--- config.mk ---
export PLATFORM = sky130hd
export DESIGN_NAME = fbc_regbank
export DESIGN_NICKNAME = d
export VERILOG_FILES = /design/src/rtl/fbc_pkg.sv /design/src/rtl/fbc_decode.sv /design/src/rtl/fbc_irq_ctrl.sv /design/src/rtl/fbc_byte_bank.sv /design/src/rtl/fbc_regbank.sv
export SDC_FILE = /design/constraint.sdc
export NUM_CORES = 1
export LEC_CHECK = 0
export ABC_AREA = 1
export BUFFER_PORTS_ARGS = -buffer_cell sky130_fd_sc_hd__buf_2
export CORE_MARGIN = 1
export CORE_UTILIZATION = 55
export DETAILED_ROUTE_END_ITERATION = 10
export PLACE_DENSITY = 0.76
export SKIP_LAST_GASP = 1
export SYNTH_ARGS = -nofsm -noshare
export SYNTH_HDL_FRONTEND = slang
export SYNTH_SLANG_ARGS = --single-unit
export TNS_END_PERCENT = 50
--- constraint.sdc ---
create_clock -name clk -period 2.8 [get_ports clk]
set_input_delay 0.42 -clock clk [delete_from_list [all_inputs] [get_ports clk]]
set_output_delay 0.42 -clock clk [all_outputs]
set_load 0.01 [all_outputs]
--- src/rtl/fbc_pkg.sv ---
package fbc_pkg;
  localparam int unsigned BYTE_W    = 8;
  localparam int unsigned IE_BIT    = 7;
  localparam int unsigned PEND_BIT  = 7;
  // fixed identification bits merged into every status read
  localparam logic [BYTE_W-1:0] STAT_ID = 8'h61;

  typedef logic [BYTE_W-1:0] fbc_byte_t;

  // window slots with dedicated behaviour
  typedef enum logic [1:0] {
    SLOT_CTRL = 2'd0,
    SLOT_STAT = 2'd1
  } fbc_slot_e;
endpackage

--- src/rtl/fbc_decode.sv ---
module fbc_decode #(
  parameter int unsigned ADDR_W = 8,
  parameter int unsigned BASE   = 16,
  parameter int unsigned WIN    = 16,
  parameter int unsigned FIRST  = 2,
  localparam int unsigned IDX_W = $clog2(WIN),
  localparam int unsigned NGEN  = WIN - FIRST
) (
  input  logic              sel,
  input  logic              we,
  input  logic [ADDR_W-1:0] addr,
  output logic              in_win,
  output logic [IDX_W-1:0]  idx,
  output logic              rd_req,
  output logic              wr_ctrl,
  output logic              wr_stat,
  output logic [NGEN-1:0]   wr_gen
);
  localparam logic [ADDR_W-IDX_W-1:0] WIN_TAG = (ADDR_W-IDX_W)'(BASE >> IDX_W);

  logic wr_hit;

  always_comb begin
    in_win  = (addr[ADDR_W-1:IDX_W] == WIN_TAG);
    idx     = addr[IDX_W-1:0];
    rd_req  = sel && !we;
    wr_hit  = sel && we && in_win;
    wr_ctrl = wr_hit && (idx == IDX_W'(fbc_pkg::SLOT_CTRL));
    wr_stat = wr_hit && (idx == IDX_W'(fbc_pkg::SLOT_STAT));
  end

  for (genvar g = 0; g < NGEN; g++) begin : g_gen_wr
    assign wr_gen[g] = wr_hit && (idx == IDX_W'(g + FIRST));
  end
endmodule

--- src/rtl/fbc_irq_ctrl.sv ---
module fbc_irq_ctrl
  import fbc_pkg::*;
(
  input  logic      clk,
  input  logic      rst_n,
  input  logic      wr_ctrl,
  input  logic      wr_stat,
  input  fbc_byte_t wdata,
  input  logic      frame_done,
  output fbc_byte_t ctrl_q,
  output logic      pend_q
);
  fbc_byte_t ctrl_d;
  logic      ctrl_en;
  logic      pend_d;
  logic      pend_en;
  logic      raise;

  // next state
  always_comb begin
    ctrl_en = wr_ctrl;
    ctrl_d  = wdata;
    // enable sampled from the byte held before this cycle
    raise   = frame_done && ctrl_q[IE_BIT];
    pend_en = raise || wr_stat;
    // a new event outranks a simultaneous acknowledge
    pend_d  = raise;
  end

  // registers
  always_ff @(posedge clk or negedge rst_n) begin
    if (!rst_n) begin
      ctrl_q <= '0;
    end else if (ctrl_en) begin
      ctrl_q <= ctrl_d;
    end
  end

  always_ff @(posedge clk or negedge rst_n) begin
    if (!rst_n) begin
      pend_q <= 1'b0;
    end else if (pend_en) begin
      pend_q <= pend_d;
    end
  end
endmodule

--- src/rtl/fbc_byte_bank.sv ---
module fbc_byte_bank
  import fbc_pkg::*;
#(
  parameter int unsigned NGEN = 14
) (
  input  logic      clk,
  input  logic      rst_n,
  input  logic [NGEN-1:0] wr_en,
  input  fbc_byte_t wdata,
  output fbc_byte_t bytes_q [NGEN]
);
  for (genvar g = 0; g < NGEN; g++) begin : g_byte
    fbc_byte_t d;
    logic      en;

    always_comb begin
      en = wr_en[g];
      d  = wdata;
    end

    always_ff @(posedge clk or negedge rst_n) begin
      if (!rst_n) begin
        bytes_q[g] <= '0;
      end else if (en) begin
        bytes_q[g] <= d;
      end
    end
  end
endmodule

--- src/rtl/fbc_regbank.sv ---
module fbc_regbank
  import fbc_pkg::*;
#(
  parameter int unsigned ADDR_W = 8,
  parameter int unsigned BASE   = 16,
  parameter int unsigned WIN    = 16,
  localparam int unsigned FIRST = 2,
  localparam int unsigned IDX_W = $clog2(WIN),
  localparam int unsigned NGEN  = WIN - FIRST
) (
  input  logic              clk,
  input  logic              rst_n,
  input  logic              bus_sel,
  input  logic              bus_we,
  input  logic [ADDR_W-1:0] bus_addr,
  input  logic [BYTE_W-1:0] bus_wdata,
  output logic [BYTE_W-1:0] bus_rdata,
  input  logic              frame_done,
  output logic              irq
);
  logic            in_win;
  logic [IDX_W-1:0] idx;
  logic            rd_req;
  logic            wr_ctrl;
  logic            wr_stat;
  logic [NGEN-1:0] wr_gen;
  fbc_byte_t       ctrl_q;
  logic            pend_q;
  fbc_byte_t       gen_q [NGEN];
  fbc_byte_t       rd_val;
  fbc_byte_t       stat_view;
  fbc_byte_t       rdata_q;

  fbc_decode #(
    .ADDR_W(ADDR_W), .BASE(BASE), .WIN(WIN), .FIRST(FIRST)
  ) u_dec (
    .sel(bus_sel), .we(bus_we), .addr(bus_addr),
    .in_win(in_win), .idx(idx), .rd_req(rd_req),
    .wr_ctrl(wr_ctrl), .wr_stat(wr_stat), .wr_gen(wr_gen)
  );

  fbc_irq_ctrl u_irq (
    .clk(clk), .rst_n(rst_n),
    .wr_ctrl(wr_ctrl), .wr_stat(wr_stat), .wdata(bus_wdata),
    .frame_done(frame_done),
    .ctrl_q(ctrl_q), .pend_q(pend_q)
  );

  fbc_byte_bank #(.NGEN(NGEN)) u_bank (
    .clk(clk), .rst_n(rst_n),
    .wr_en(wr_gen), .wdata(bus_wdata),
    .bytes_q(gen_q)
  );

  // read selection
  always_comb begin
    stat_view = STAT_ID;
    stat_view[PEND_BIT] = pend_q;
    rd_val = '0;
    if (in_win) begin
      if (idx == IDX_W'(SLOT_CTRL)) begin
        rd_val = ctrl_q;
      end else if (idx == IDX_W'(SLOT_STAT)) begin
        rd_val = stat_view;
      end else begin
        rd_val = gen_q[idx - IDX_W'(FIRST)];
      end
    end
  end

  always_ff @(posedge clk or negedge rst_n) begin
    if (!rst_n) begin
      rdata_q <= '0;
    end else if (rd_req) begin
      rdata_q <= rd_val;
    end
  end

  assign bus_rdata = rdata_q;
  assign irq       = pend_q;
endmodule

==> flow_summary.toml <==
[power]
internal-power_mw = 3.38
seq_power_share_pct = 43.0
p_sw_mw = 1.14
p_leak_nw = 3.25
p_comb_share_pct = 7.5
peakVddDrop_uv = 463
pwr_density_cell_mw_per_mm2 = 677
pwr-share-clk_pct = 49.5
switching_share_pct = 25.3

[cts]
cts_buffer_depth = 2
cts_setup_buffers = 0
cts-buffers-inserted = 17
cts_tree = "done"
clk_latency_ns = 0.53
clock_sinks = 129
path_clk_slew_ns = 0.07
root_buffer = "clkbuf_8"
cts.htree.levels = 4
cts_resized = 0
ctsHoldBuffers = 1

[cells_and_area]
area_growth_pct = 14.3
drive_gt1_share_pct = 10.5
final_cell_mix = "nand2_1 (311), dfrtp_1 (129), o21ai_0 (119), nor2_1 (33), buf_2 (28)"
fin_area_mm2 = 0.00668
nets = 774
final_common_cell = "nand2_1"
antenna_cells = 0
fill_cells = 856

[routing]
ant_nets = 0
vias = 5149
wl_per_cell_um = 17.5
drt_iter0_drc = 497
drtPass1Iterations = 5
wirelength_um = 15800
vias_per_cell = 5.71
drc = 0

[critical_path]
r2r-end = "bus_rdata[2]$_DFFE_PN0P_"
reg2reg_depth = 10
critPathCaptureType = "flop"
cp_max_fo = 18
worstPathRequired_ns = 3.27
r2r_slack_ns = 1.48
worstSetupPathType = "input port to flop"
arrival_ns = 2.35
start_kind = "input port"
crit_path_end = "bus_rdata[2]$_DFFE_PN0P_"
worstReg2RegStart = "u_bank.bytes_q[34]$_DFFE_PN0P_"
startpoint = "bus_addr[0]"

[die]
io_pins = 30
die_w_um = 105
num_rows = 37
die_area_mm2 = 0.0110
die_y_um = 105
core-area_mm2 = 0.0103
start_util_pct = 56.6

[logic_synthesis]
yosys_warnings = 0
syn_avg_cell_area_um2 = 8.02
yosys_register_bits = 129
netlist_instances = 728
seq_area_frac_synth_pct = 55.3
synth.distinct_cells = 25
synth_fp_nets = 750
syn_area_mm2 = 0.00584

[place]
dpl_cell_area_mm2 = 0.00607
place_ws_ns = 0.431
numPortBuffers = 29
dp.final_hpwl_um = 10400
place.gp.congestion = 0.900

[global_routing]
antenna_found_initial = 0
grt_pass1_vias = 5135
grt_pass1_wl_um = 26100
grt_max_degree = 55
grt_usage_pct = 31.5
overflow = 0

[sta]
grt_setup_unrepaired = "false"
hold_viol = 0
period_share_pct = 67.0
worst_pin_slew_ns = 0.709
finClkSkew_ns = 0.0111
maxSlewViolCount = 0
fin_ws_ns = 0.924
min_period_ns = 1.88
holdWs_ns = 0.118
clock.fmax_ghz = 0.533
relSlewSlack_pct = 52.7
finalSetupViolations = 0
setup_tns_ns = 0

[hold_path]
hold_path.class = "input port to flop"
holdPathStages = 3

[run]
maxCapViolations = 0

[run_status]
status = "complete, no violations"
## sequential cells by signal (all words and copies together), names as in the netlist
name,flops
u_bank.bytes_q,112
bus_rdata,8
u_irq.ctrl_q,8
u_irq.pend_q,1
## kinds of logic (layout without fill, tap and decap cells)
group | Yosys count | after routing | share of synthesized area (%)
compound gates | 132 | 132 | 11.4
xor+xnor | 1 | 1 | 0.150
fa+ha+maj | 1 | 1 | 0.214
buf+inv | 68 | 105 | 5.33
flops | 129 | 129 | 55.3
simple gates | 397 | 397 | 27.7
## synth_stat cells (all sizes together)
cell    instances  area, µm²
nand2         311       1170
dfrtp         129       3230
o21ai         122        611
nor2           34        130
inv            29        109
nand3          25        125
buf            24        146
nand4          20        125
clkbuf         14       52.6
a21oi           8       40.0
nor3            5       52.6
nand3b          2       15.0
a22oi           1       7.51
clkinv          1       3.75
ha              1       12.5
o211ai          1       7.51
xor2            1       8.76
## worst max-delay path, cell delays in order
cell and delay [ns]:
buf_2 0.35, nand2_1 0.25, inv_1 0.38, buf_4 0.29
nand2_1 0.07, nand4_1 0.11, nand3_1 0.13, nand2_1 0.08
nand2_1 0.06, nand2_1 0.07, nand2_1 0.05, nand2_1 0.08
## metrics by stage
| stage | cells | utilization [%] | power [mW] |
|---|---|---|---|
| 5_1_grt | 901 | 64.7 | 4.66 |
| 4_1_cts | 901 | 64.7 | 4.53 |
| 3_3_place_gp | 868 | 58.8 | 2.30 |
| 6_report | 901 | 64.7 | 4.52 |
| 2_1_floorplan | 728 | - | 2.15 |
| 3_5_place_dp | 868 | 58.8 | 2.31 |
## layer usage
metal  part of all wire (%)  track usage [%]
met4                    3.0             13.9
met3                    8.7             9.30
met1                     43             42.6
met2                     45             47.1
met5                      0                0
## how the worst min path moves through the flow
stage | start | endpoint | slack, ns
2_1_floorplan | rst_n | bus_rdata[0]$_DFFE_PN0P_ | 0.12
3_3_place_gp | bus_rdata[7]$_DFFE_PN0P_ | bus_rdata[7]$_DFFE_PN0P_ | 0.46
3_5_place_dp | bus_rdata[7]$_DFFE_PN0P_ | bus_rdata[7]$_DFFE_PN0P_ | 0.46
4_1_cts | frame_done | u_irq.pend_q$_DFFE_PN0P_ | 0.11
5_1_grt | frame_done | u_irq.pend_q$_DFFE_PN0P_ | 0.16
6_report | frame_done | u_irq.pend_q$_DFFE_PN0P_ | 0.12
## power groups by stage
stage | Clock, mW | Combinational (mW) | Sequential, mW
2_1_floorplan | 0 | 0.183 | 1.97
3_3_place_gp | 0 | 0.324 | 1.97
3_5_place_dp | 0 | 0.333 | 1.97
4_1_cts | 2.25 | 0.337 | 1.94
5_1_grt | 2.33 | 0.378 | 1.95
6_report | 2.24 | 0.338 | 1.94
## area by class of cell
type | instances | area, µm² | share of cell area (%)
Clock inverter | 15 | 180 | 2.70
Multi-Input combinational cell | 531 | 2300 | 34.5
Sequential cell | 129 | 3230 | 48.4
Tap cell | 136 | 170 | 2.55
Inverter | 30 | 113 | 1.69
Clock buffer | 17 | 414 | 6.20
Timing Repair Buffer | 43 | 268 | 4.01
(Power assumes the default switching activity.)
